[src/rtl/iir2_pkg.sv]
package iir2_pkg;

  // schedule length: six products share one multiplier
  localparam int PERIOD     = 6;
  localparam int SLOT_W     = $clog2(PERIOD);
  localparam int NUM_COEF   = 6;
  localparam int HOLD_DEPTH = 2;
  localparam int HOLD_AW    = (HOLD_DEPTH > 1) ? $clog2(HOLD_DEPTH) : 1;

  // coefficient index; order fixes the packing of the coefficient vector
  typedef enum logic [2:0] {
    CF_X   = 3'd0,
    CF_FB1 = 3'd1,
    CF_FB2 = 3'd2,
    CF_FF0 = 3'd3,
    CF_FF1 = 3'd4,
    CF_FF2 = 3'd5
  } coef_sel_e;

  typedef enum logic [1:0] {
    MS_W1  = 2'd0,
    MS_W2  = 2'd1,
    MS_X   = 2'd2,
    MS_SUM = 2'd3
  } mul_src_e;

  typedef enum logic {
    AA_HOLD = 1'b0,
    AA_SUM  = 1'b1
  } add_a_e;

  typedef struct packed {
    coef_sel_e            coef;
    mul_src_e             msrc;
    logic                 add_en;
    add_a_e               asrc;
    logic [HOLD_AW-1:0]   raddr;
    logic                 hold_we;
    logic [HOLD_AW-1:0]   waddr;
    logic                 state_upd;
    logic                 out_cap;
  } step_t;

  // Control word for each slot. Products appear two slots after issue and
  // sums one slot after issue.
  function automatic step_t step_for(input logic [SLOT_W-1:0] s);
    step_t st;
    st = '0;
    case (s)
      SLOT_W'(0): begin  // w1*fb1 ; tail: a3 = p_ff1 + p_ff2
        st.coef = CF_FB1; st.msrc = MS_W1;
        st.add_en = 1'b1; st.asrc = AA_HOLD; st.raddr = HOLD_AW'(1);
      end
      SLOT_W'(1): begin  // w2*fb2 ; tail: y = a3 + p_ff0
        st.coef = CF_FB2; st.msrc = MS_W2;
        st.add_en = 1'b1; st.asrc = AA_SUM;
      end
      SLOT_W'(2): begin  // x*cx ; park p_fb1 ; capture y
        st.coef = CF_X; st.msrc = MS_X;
        st.hold_we = 1'b1; st.waddr = HOLD_AW'(0);
        st.out_cap = 1'b1;
      end
      SLOT_W'(3): begin  // w1*ff1 ; fb = p_fb1 + p_fb2
        st.coef = CF_FF1; st.msrc = MS_W1;
        st.add_en = 1'b1; st.asrc = AA_HOLD; st.raddr = HOLD_AW'(0);
      end
      SLOT_W'(4): begin  // w2*ff2 ; w = fb + p_x
        st.coef = CF_FF2; st.msrc = MS_W2;
        st.add_en = 1'b1; st.asrc = AA_SUM;
      end
      SLOT_W'(5): begin  // w*ff0 ; park p_ff1 ; shift state
        st.coef = CF_FF0; st.msrc = MS_SUM;
        st.hold_we = 1'b1; st.waddr = HOLD_AW'(1);
        st.state_upd = 1'b1;
      end
      default: st = '0;
    endcase
    return st;
  endfunction

endpackage

[src/rtl/iir2_seq.sv]
module iir2_seq
  import iir2_pkg::*;
(
  input  logic  clk,
  input  logic  rst_n,
  input  logic  in_valid,
  output logic  in_ready,
  output logic  take,
  output logic  cur_vld,
  output logic  prev_vld,
  output step_t step
);

  logic [SLOT_W-1:0] slot_q, slot_d;
  logic              cur_q, cur_d;
  logic              prev_q, prev_d;
  logic              wrap;

  always_comb begin
    wrap     = (slot_q == SLOT_W'(PERIOD - 1));
    in_ready = wrap;
    take     = wrap & in_valid;
    slot_d   = wrap ? '0 : slot_q + SLOT_W'(1);
    cur_d    = wrap ? take  : cur_q;
    prev_d   = wrap ? cur_q : prev_q;
  end

  always_ff @(posedge clk or negedge rst_n) begin
    if (!rst_n) begin
      slot_q <= '0;
      cur_q  <= 1'b0;
      prev_q <= 1'b0;
    end else begin
      slot_q <= slot_d;
      cur_q  <= cur_d;
      prev_q <= prev_d;
    end
  end

  assign cur_vld  = cur_q;
  assign prev_vld = prev_q;
  assign step     = step_for(slot_q);

endmodule

[src/rtl/iir2_cmul.sv]
module iir2_cmul
  import iir2_pkg::*;
#(
  parameter int OP_W    = 24,
  parameter int COEF_W  = 16,
  parameter int FRAC    = 12,
  parameter logic [NUM_COEF*COEF_W-1:0] COEF_VEC = '0
) (
  input  logic                   clk,
  input  coef_sel_e              sel,
  input  logic signed [OP_W-1:0] op,
  output logic signed [OP_W-1:0] res
);

  localparam int PROD_W = OP_W + COEF_W;
  localparam int TAB_N  = 2 ** $bits(coef_sel_e);

  logic signed [COEF_W-1:0] coef_tab [TAB_N];

  for (genvar i = 0; i < TAB_N; i++) begin : g_tab
    if (i < NUM_COEF) begin : g_used
      assign coef_tab[i] = COEF_VEC[i*COEF_W +: COEF_W];
    end else begin : g_spare
      assign coef_tab[i] = '0;
    end
  end

  logic signed [PROD_W-1:0] prod_d, prod_q;
  logic signed [OP_W-1:0]   res_d, res_q;

  always_comb begin
    prod_d = coef_tab[sel] * op;
    res_d  = OP_W'(prod_q >>> FRAC);
  end

  // stage 1: raw product ; stage 2: scaled product
  always_ff @(posedge clk) begin
    prod_q <= prod_d;
    res_q  <= res_d;
  end

  assign res = res_q;

endmodule

[src/rtl/iir2_add.sv]
module iir2_add
  import iir2_pkg::*;
#(
  parameter int W = 24
) (
  input  logic                clk,
  input  logic                en,
  input  add_a_e              asrc,
  input  logic signed [W-1:0] hold_rd,
  input  logic signed [W-1:0] b,
  output logic signed [W-1:0] sum
);

  logic signed [W-1:0] a, sum_d, sum_q;

  always_comb begin
    a     = (asrc == AA_HOLD) ? hold_rd : sum_q;
    sum_d = a + b;
  end

  always_ff @(posedge clk) begin
    if (en) sum_q <= sum_d;
  end

  assign sum = sum_q;

endmodule

[src/rtl/iir2_hold.sv]
module iir2_hold
  import iir2_pkg::*;
#(
  parameter int W = 24
) (
  input  logic                clk,
  input  logic                we,
  input  logic [HOLD_AW-1:0]  waddr,
  input  logic signed [W-1:0] wdata,
  input  logic [HOLD_AW-1:0]  raddr,
  output logic signed [W-1:0] rdata
);

  logic signed [W-1:0] ent [HOLD_DEPTH];

  for (genvar i = 0; i < HOLD_DEPTH; i++) begin : g_ent
    logic signed [W-1:0] q;
    always_ff @(posedge clk) begin
      if (we && (waddr == HOLD_AW'(i))) q <= wdata;
    end
    assign ent[i] = q;
  end

  assign rdata = ent[raddr];

endmodule

[src/rtl/iir2_tm_filter.sv]
module iir2_tm_filter
  import iir2_pkg::*;
#(
  parameter int DATA_W = 16,
  parameter int ACC_W  = 24,
  parameter int COEF_W = 16,
  parameter int FRAC   = 12,
  parameter int C_X    = 20480,
  parameter int C_FB1  = 1229,
  parameter int C_FB2  = 819,
  parameter int C_FF0  = 2867,
  parameter int C_FF1  = 1638,
  parameter int C_FF2  = 2458
) (
  input  logic              clk,
  input  logic              rst_n,
  input  logic              in_valid,
  input  logic [DATA_W-1:0] in_data,
  output logic              in_ready,
  output logic              out_valid,
  output logic [DATA_W-1:0] out_data
);

  localparam logic [NUM_COEF*COEF_W-1:0] COEF_VEC = {
    COEF_W'(C_FF2), COEF_W'(C_FF1), COEF_W'(C_FF0),
    COEF_W'(C_FB2), COEF_W'(C_FB1), COEF_W'(C_X)
  };
  localparam logic signed [ACC_W-1:0] Y_HI = ACC_W'(2 ** (DATA_W - 1) - 1);
  localparam logic signed [ACC_W-1:0] Y_LO = -Y_HI - ACC_W'(1);

  step_t step;
  logic  take, cur_vld, prev_vld;

  iir2_seq u_seq (
    .clk      (clk),
    .rst_n    (rst_n),
    .in_valid (in_valid),
    .in_ready (in_ready),
    .take     (take),
    .cur_vld  (cur_vld),
    .prev_vld (prev_vld),
    .step     (step)
  );

  // input sample register and the two state delays
  logic signed [DATA_W-1:0] x_q;
  logic signed [ACC_W-1:0]  w1_q, w1_d, w2_q, w2_d;
  logic signed [ACC_W-1:0]  sum, mres, hold_rd, mul_op;
  logic                     upd;

  always_ff @(posedge clk) begin
    if (take) x_q <= $signed(in_data);
  end

  always_comb begin
    upd  = step.state_upd & cur_vld;
    w1_d = upd ? sum  : w1_q;
    w2_d = upd ? w1_q : w2_q;
  end

  always_ff @(posedge clk or negedge rst_n) begin
    if (!rst_n) begin
      w1_q <= '0;
      w2_q <= '0;
    end else begin
      w1_q <= w1_d;
      w2_q <= w2_d;
    end
  end

  // operand routing into the shared multiplier
  always_comb begin
    case (step.msrc)
      MS_W1:   mul_op = w1_q;
      MS_W2:   mul_op = w2_q;
      MS_X:    mul_op = ACC_W'(x_q);
      default: mul_op = sum;
    endcase
  end

  iir2_cmul #(
    .OP_W     (ACC_W),
    .COEF_W   (COEF_W),
    .FRAC     (FRAC),
    .COEF_VEC (COEF_VEC)
  ) u_cmul (
    .clk (clk),
    .sel (step.coef),
    .op  (mul_op),
    .res (mres)
  );

  iir2_hold #(.W(ACC_W)) u_hold (
    .clk   (clk),
    .we    (step.hold_we),
    .waddr (step.waddr),
    .wdata (mres),
    .raddr (step.raddr),
    .rdata (hold_rd)
  );

  iir2_add #(.W(ACC_W)) u_add (
    .clk     (clk),
    .en      (step.add_en),
    .asrc    (step.asrc),
    .hold_rd (hold_rd),
    .b       (mres),
    .sum     (sum)
  );

  // clip and output registers
  logic              cap;
  logic [DATA_W-1:0] y_clip, out_q, out_d;
  logic              ov_q;

  always_comb begin
    cap = step.out_cap & prev_vld;
    if (sum > Y_HI)      y_clip = DATA_W'(Y_HI);
    else if (sum < Y_LO) y_clip = DATA_W'(Y_LO);
    else                 y_clip = DATA_W'(sum);
    out_d = cap ? y_clip : out_q;
  end

  always_ff @(posedge clk or negedge rst_n) begin
    if (!rst_n) begin
      ov_q  <= 1'b0;
      out_q <= '0;
    end else begin
      ov_q  <= cap;
      out_q <= out_d;
    end
  end

  assign out_valid = ov_q;
  assign out_data  = out_q;

endmodule

[config.mk]
export PLATFORM = sky130hd
export DESIGN_NAME = iir2_tm_filter
export DESIGN_NICKNAME = d
export VERILOG_FILES = /design/src/rtl/iir2_pkg.sv /design/src/rtl/iir2_seq.sv /design/src/rtl/iir2_cmul.sv /design/src/rtl/iir2_add.sv /design/src/rtl/iir2_hold.sv /design/src/rtl/iir2_tm_filter.sv
export SDC_FILE = /design/constraint.sdc
export NUM_CORES = 1
export LEC_CHECK = 0
export BUFFER_PORTS_ARGS = -buffer_cell sky130_fd_sc_hd__buf_2
export CORE_MARGIN = 8
export CORE_UTILIZATION = 49
export DETAILED_ROUTE_END_ITERATION = 8
export PLACE_DENSITY = 0.69
export SKIP_CTS_REPAIR_TIMING = 1
export SYNTH_ARGS = -nofsm -noshare
export SYNTH_HDL_FRONTEND = slang
export SYNTH_SLANG_ARGS = --single-unit
[constraint.sdc]
create_clock -name clk -period 22.2 [get_ports clk]
set_clock_uncertainty 0.2 [all_clocks]
set_input_delay 0 -clock clk [delete_from_list [all_inputs] [get_ports clk]]
set_output_delay 0 -clock clk [all_outputs]
set_load 0.1 [all_outputs]
==> impl_metrics.json, run 1 <==
{
  "status": "finished, violations left",
  "violations": "hold timing",
  "drive_gt1_frac": 0.0813,
  "cp-start-kind": "register",
  "antenna_found_initial": 2,
  "wirelength_um": 51000,
  "fmax_ghz": 0.109,
  "cp.depth": 26,
  "setup_viol": 0,
  "ys.flop_type": "edfxtp_1",
  "slew_headroom": 0.137,
  "core_area_um2": 39800,
  "cts_max_path_buffers": 3,
  "required_ns": 22.42,
  "fin_tns_setup_ns": 0,
  "min_path_type": "in2async",
  "pre_cts_slack_ns": 13.23,
  "max_stage_delay_ns": 0.88,
  "finalMaxSlewViolations": 0,
  "fin_util": 0.538,
  "gp_congestion": 0.912,
  "yosys.cell_count.top_type": "inv_1",
  "drv_cap": 0,
  "reg2reg_depth": 26,
  "crit_buf_inv": 7,
  "diodes": 0,
  "grt_pass1_vias": 14800,
  "start_util": 0.498,
  "crit_arrival_ns": 9.39,
  "crit_family": "adder cells",
  "wire_per_inst_um": 20.0,
  "synth_fp_nets": 2402,
  "clock-sinks": 206,
  "worst_slack_ns": 13.03,
  "grt_pass1_wl_um": 81900,
  "rsz0062_at_grt": "false",
  "synth_top_area_cell": "fa_1",
  "stdcell_area_um2": 21400,
  "avgViaCountPerCell": 5.42,
  "htreeDepth": 1,
  "critPathKind": "reg2reg",
  "grt_max_degree": 71,
  "netlist_instances": 1974,
  "min_period_ns": 9.17,
  "syn2layout_area_growth_pct": 8.16,
  "nets": 2442,
  "r2r_setup_slack_ns": 13.03,
  "netlist.area_leader.share": 0.302,
  "final_antenna_net_count": 0,
  "cts_tree": "yes",
  "root_buffer": "clkbuf_16",
  "clock_latency_ns": 0.50,
  "numCtsBuffers": 22,
  "first_iter_violations": 950,
  "grt-ovfl-total": 0,
  "synth_edf_count": 88,
  "crit_path_max_fanout": 38,
  "io_pins": 37,
  "tightest_slew_ns": 1.29,
  "crit_slowest_cell": "a21oi_1",
  "port-buffer-count": 36,
  "synthTopCellsByArea": "fa_1 (30%), edfxtp_1 (13%), dfrtp_1 (8.8%)",
  "dieArea_um2": 47200,
  "layout_worst_path_cycle_share": 0.413,
  "synthTopCellsByCount": "inv_1 (441), fa_1 (299), nand2_1 (207), nor2_1 (130), ha_1 (110)",
  "die_h_um": 217,
  "ys_seq_elements": 206,
  "dpl_cell_area_um2": 20600,
  "hold_viol": 1,
  "drc": 0,
  "synth-async-reset-ratio": 0.340,
  "die_w_um": 217,
  "syn_avg_cell_area_um2": 10.0,
  "ys_warn_count": 0,
  "row_count": 73,
  "hpwl_um": 41100,
  "synthesis.area_um2": 19800,
  "dr_total_vias": 13900,
  "finalHoldWorstSlack_ns": -0.00480,
  "synth.distinct_cells": 70,
  "grtUsageTotal": 0.221,
  "ys_seq_area_frac": 0.270,
  "clk_pin_slew_worst_paths_ns": 0.06,
  "cp-end-kind": "register",
  "firstDrtPassIters": 6
}
-- routing by layer --
layer	up-vias	GRT usage	routed length, um
met3	121	0.0341	3140
met2	482	0.377	25000
met4	2	0.0924	2480
met5	-	0	11
met1	6953	0.280	20500
li1	6296	-	-
-- flip-flops by register name, summed over array words and instances, names as in the netlist, 3 cells and up --
| signal | flops |
|---|---|
| w1_q | 24 |
| out_data | 16 |
| u_seq.slot_q | 3 |
| u_cmul.res | 24 |
| x_q | 16 |
| w2_q | 24 |
| u_cmul.prod_q | 24 |
| u_add.sum | 24 |
| u_hold.g_ent.q | 48 |
-- placed cells by master (no fill, tap or decap), types with 24 or more instances in the layout --
master       n
dfxtp_1     48
buf_2       35
dfrtp_1     68
a21oi_1    106
fa_1       299
mux2_2      50
inv_1      441
xnor2_1     42
clkbuf_16   24
mux2i_1     72
ha_1       110
nand2_1    206
a21o_1      29
nor2_1     129
edfxtp_1    88
o21ai_0     44
-- path summary, 6_finish.rpt --
kind,startpoint,endpoint
setup / recovery,u_seq.slot_q[2],u_cmul.prod_q[35]
hold / removal,rst_n,w2_q[0]
setup reg to reg,u_seq.slot_q[2],u_cmul.prod_q[35]
hold reg to reg,u_cmul.prod_q[14],u_cmul.res[2]
max in group asynchronous,rst_n,u_seq.slot_q[1]
min in group clk,in_data[2],x_q[2]
-- kinds of logic after synthesis --
family	after synthesis	share of synthesized area
xor gates and xnor gates	54	0.0239
DFF	206	0.270
buffers and inverters	494	0.0956
muxes	122	0.0647
adders and majority gates	409	0.371
AOI/OAI and AO/OA	260	0.0801
and+or+nand+nor	429	0.0943
-- cell type report --
class / count / area [um2]
fillers: 3556 / 18400
clock buffers: 35 / 672
multi-input cells: 1274 / 12600
inverters: 442 / 1660
repair buffers: 68 / 465
well taps: 525 / 657
flip-flops and latches: 206 / 5360
clock inverters: 5 / 22.5
-- per-stage QoR --
stage,std cells,hold slack (ns)
detailed placement,2498,-0.0218
global route,2555,0.0222
floorplan,1974,-0.496
global placement,2498,-0.0206
CTS,2538,-0.536
finish,2555,-0.00480
Power of run 1 is not shown: default switching activity piles up to over one toggle a cycle in this logic, so the estimate is an artifact.
==> run 2: changes to the inputs <==
--- a/config.mk
+++ b/config.mk
@@ -9,7 +9,7 @@
 export CORE_MARGIN = 8
 export CORE_UTILIZATION = 49
 export DETAILED_ROUTE_END_ITERATION = 8
-export PLACE_DENSITY = 0.69
+export PLACE_DENSITY = 0.71
 export SKIP_CTS_REPAIR_TIMING = 1
 export SYNTH_ARGS = -nofsm -noshare
 export SYNTH_HDL_FRONTEND = slang
==> constraint.sdc (replaced) <==
create_clock -name clk -period 8.15 [get_ports clk]
set_clock_uncertainty 0.2 [all_clocks]
set_input_delay 0 -clock clk [delete_from_list [all_inputs] [get_ports clk]]
set_output_delay 0 -clock clk [all_outputs]
set_load 0.1 [all_outputs]
==> impl_metrics.json, run 2 (same netlist as run 1, synthesis figures left out) <==
{
  "syn2layout_area_growth_pct": 9.38,
  "layout_common_cells": "inv_1 (441), fa_1 (299), nand2_1 (204)",
  "critPathKind": "reg2reg",
  "finalMaxSlewViolations": 0,
  "drc": 0,
  "grtUsageTotal": 0.219,
  "start_util": 0.498,
  "cp-start-kind": "register",
  "cts_max_path_buffers": 3,
  "firstDrtPassIters": 5,
  "avgViaCountPerCell": 5.38,
  "first_iter_violations": 1056,
  "layout_worst_path_cycle_share": 0.960,
  "tightest_slew_ns": 1.21,
  "wire_per_inst_um": 19.6,
  "grt_max_degree": 71,
  "grt-ovfl-total": 0,
  "port-buffer-count": 36,
  "diodes": 0,
  "regArea_um2": 5360,
  "largest_reg_flops": 48,
  "min_period_ns": 7.82,
  "rsz0062_at_grt": "true",
  "clock-sinks": 206,
  "clk_pin_slew_worst_paths_ns": 0.06,
  "die_w_um": 217,
  "antenna_found_initial": 0,
  "nets": 2470,
  "crit_arrival_ns": 8.04,
  "hpwl_um": 41000,
  "final_antenna_net_count": 0,
  "hold_viol": 0,
  "dr_total_vias": 13900,
  "regMostFlops": "u_hold.g_ent.q",
  "status": "finished, final reports clean",
  "drive_gt1_frac": 0.0953,
  "cp-end-kind": "register",
  "fmax_ghz": 0.128,
  "numCtsBuffers": 20,
  "clock_latency_ns": 0.49,
  "dieArea_um2": 47200,
  "drv_cap": 0,
  "row_count": 73,
  "cts_tree": "yes",
  "gp_congestion": 0.952,
  "fillers": 3534,
  "wirelength_um": 50500,
  "root_buffer": "clkbuf_16",
  "grt_pass1_vias": 15200,
  "rr_startpoint": "u_seq.slot_q[2]",
  "final_common_cell": "inv_1",
  "setup_viol": 0,
  "io_pins": 37,
  "cp-startpoint": "u_seq.slot_q[2]",
  "min_path_type": "in2async",
  "slew_headroom": 0.188,
  "htreeDepth": 1,
  "crit_path_max_fanout": 21,
  "fin_tns_setup_ns": 0,
  "required_ns": 8.37,
  "die_h_um": 217,
  "core_area_um2": 39800,
  "multiInputGateArea_um2": 12600,
  "grt_pass1_wl_um": 81200
}
run 2: per-stage QoR:
stage | setup slack (ns) | util | hold WS [ns] | instances | instance area (um2)
floorplan | 0.538 | - | -0.496 | 1974 | 19800
global placement | 0.505 | 0.522 | -0.0201 | 2528 | 20800
detailed placement | 0.388 | 0.522 | -0.0206 | 2528 | 20800
CTS | 0.370 | 0.540 | -0.527 | 2564 | 21500
global route | -0.0415 | 0.545 | 0.0236 | 2581 | 21700
finish | 0.329 | 0.545 | 0.00915 | 2581 | 21700
run 2: metal layers:
| layer | part of all wire | GRT usage | vias to the layer above |
|---|---|---|---|
| met5 | 0 | 0 | - |
| met4 | 0.047 | 0.0904 | 0 |
| met3 | 0.059 | 0.0245 | 123 |
| met1 | 0.39 | 0.273 | 6963 |
| met2 | 0.50 | 0.383 | 461 |
| li1 | - | - | 6349 |
run 2: layout make-up:
class	count	share of cell area
Clock buffer	23	0.0246
Multi-Input combinational cell	1274	0.581
Timing Repair Buffer	98	0.0318
Inverter	442	0.0765
Clock inverter	13	0.00825
Sequential cell	206	0.247
Tap cell	525	0.0303
run 2: critical path, cell delays in order (launching register included):
cell and delay, ns:
dfrtp_2 0.59, inv_1 0.18, ha_1 0.34, buf_4 0.20, nor3_1 0.27, a211oi_2 0.08, buf_4 0.25, nand2_1 0.14
inv_1 0.07, fa_1 0.53, inv_1 0.05, fa_1 0.46, fa_1 0.52, inv_1 0.05, fa_1 0.48, fa_1 0.49
inv_1 0.05, fa_1 0.51, inv_1 0.05, ha_1 0.34, a21oi_1 0.13, o21ai_0 0.18, a221oi_1 0.56, a21oi_1 0.15
a22oi_1 0.40, o211ai_1 0.18, nor2_1 0.13, xnor2_1 0.12
run 2: path summary, 6_finish.rpt:
path                                      to  slack [ns]  cells past startpoint
min reg2reg                    u_cmul.res[0]        0.12                      0
max                        u_cmul.prod_q[31]        0.33                     27
min in group clk                      x_q[9]        0.03                      2
min                                  w2_q[1]       0.009                      2
max in group asynchronous    u_seq.slot_q[1]        7.10                      2
max reg2reg                u_cmul.prod_q[31]        0.33                     27
Power of run 2 is left out for the same reason.
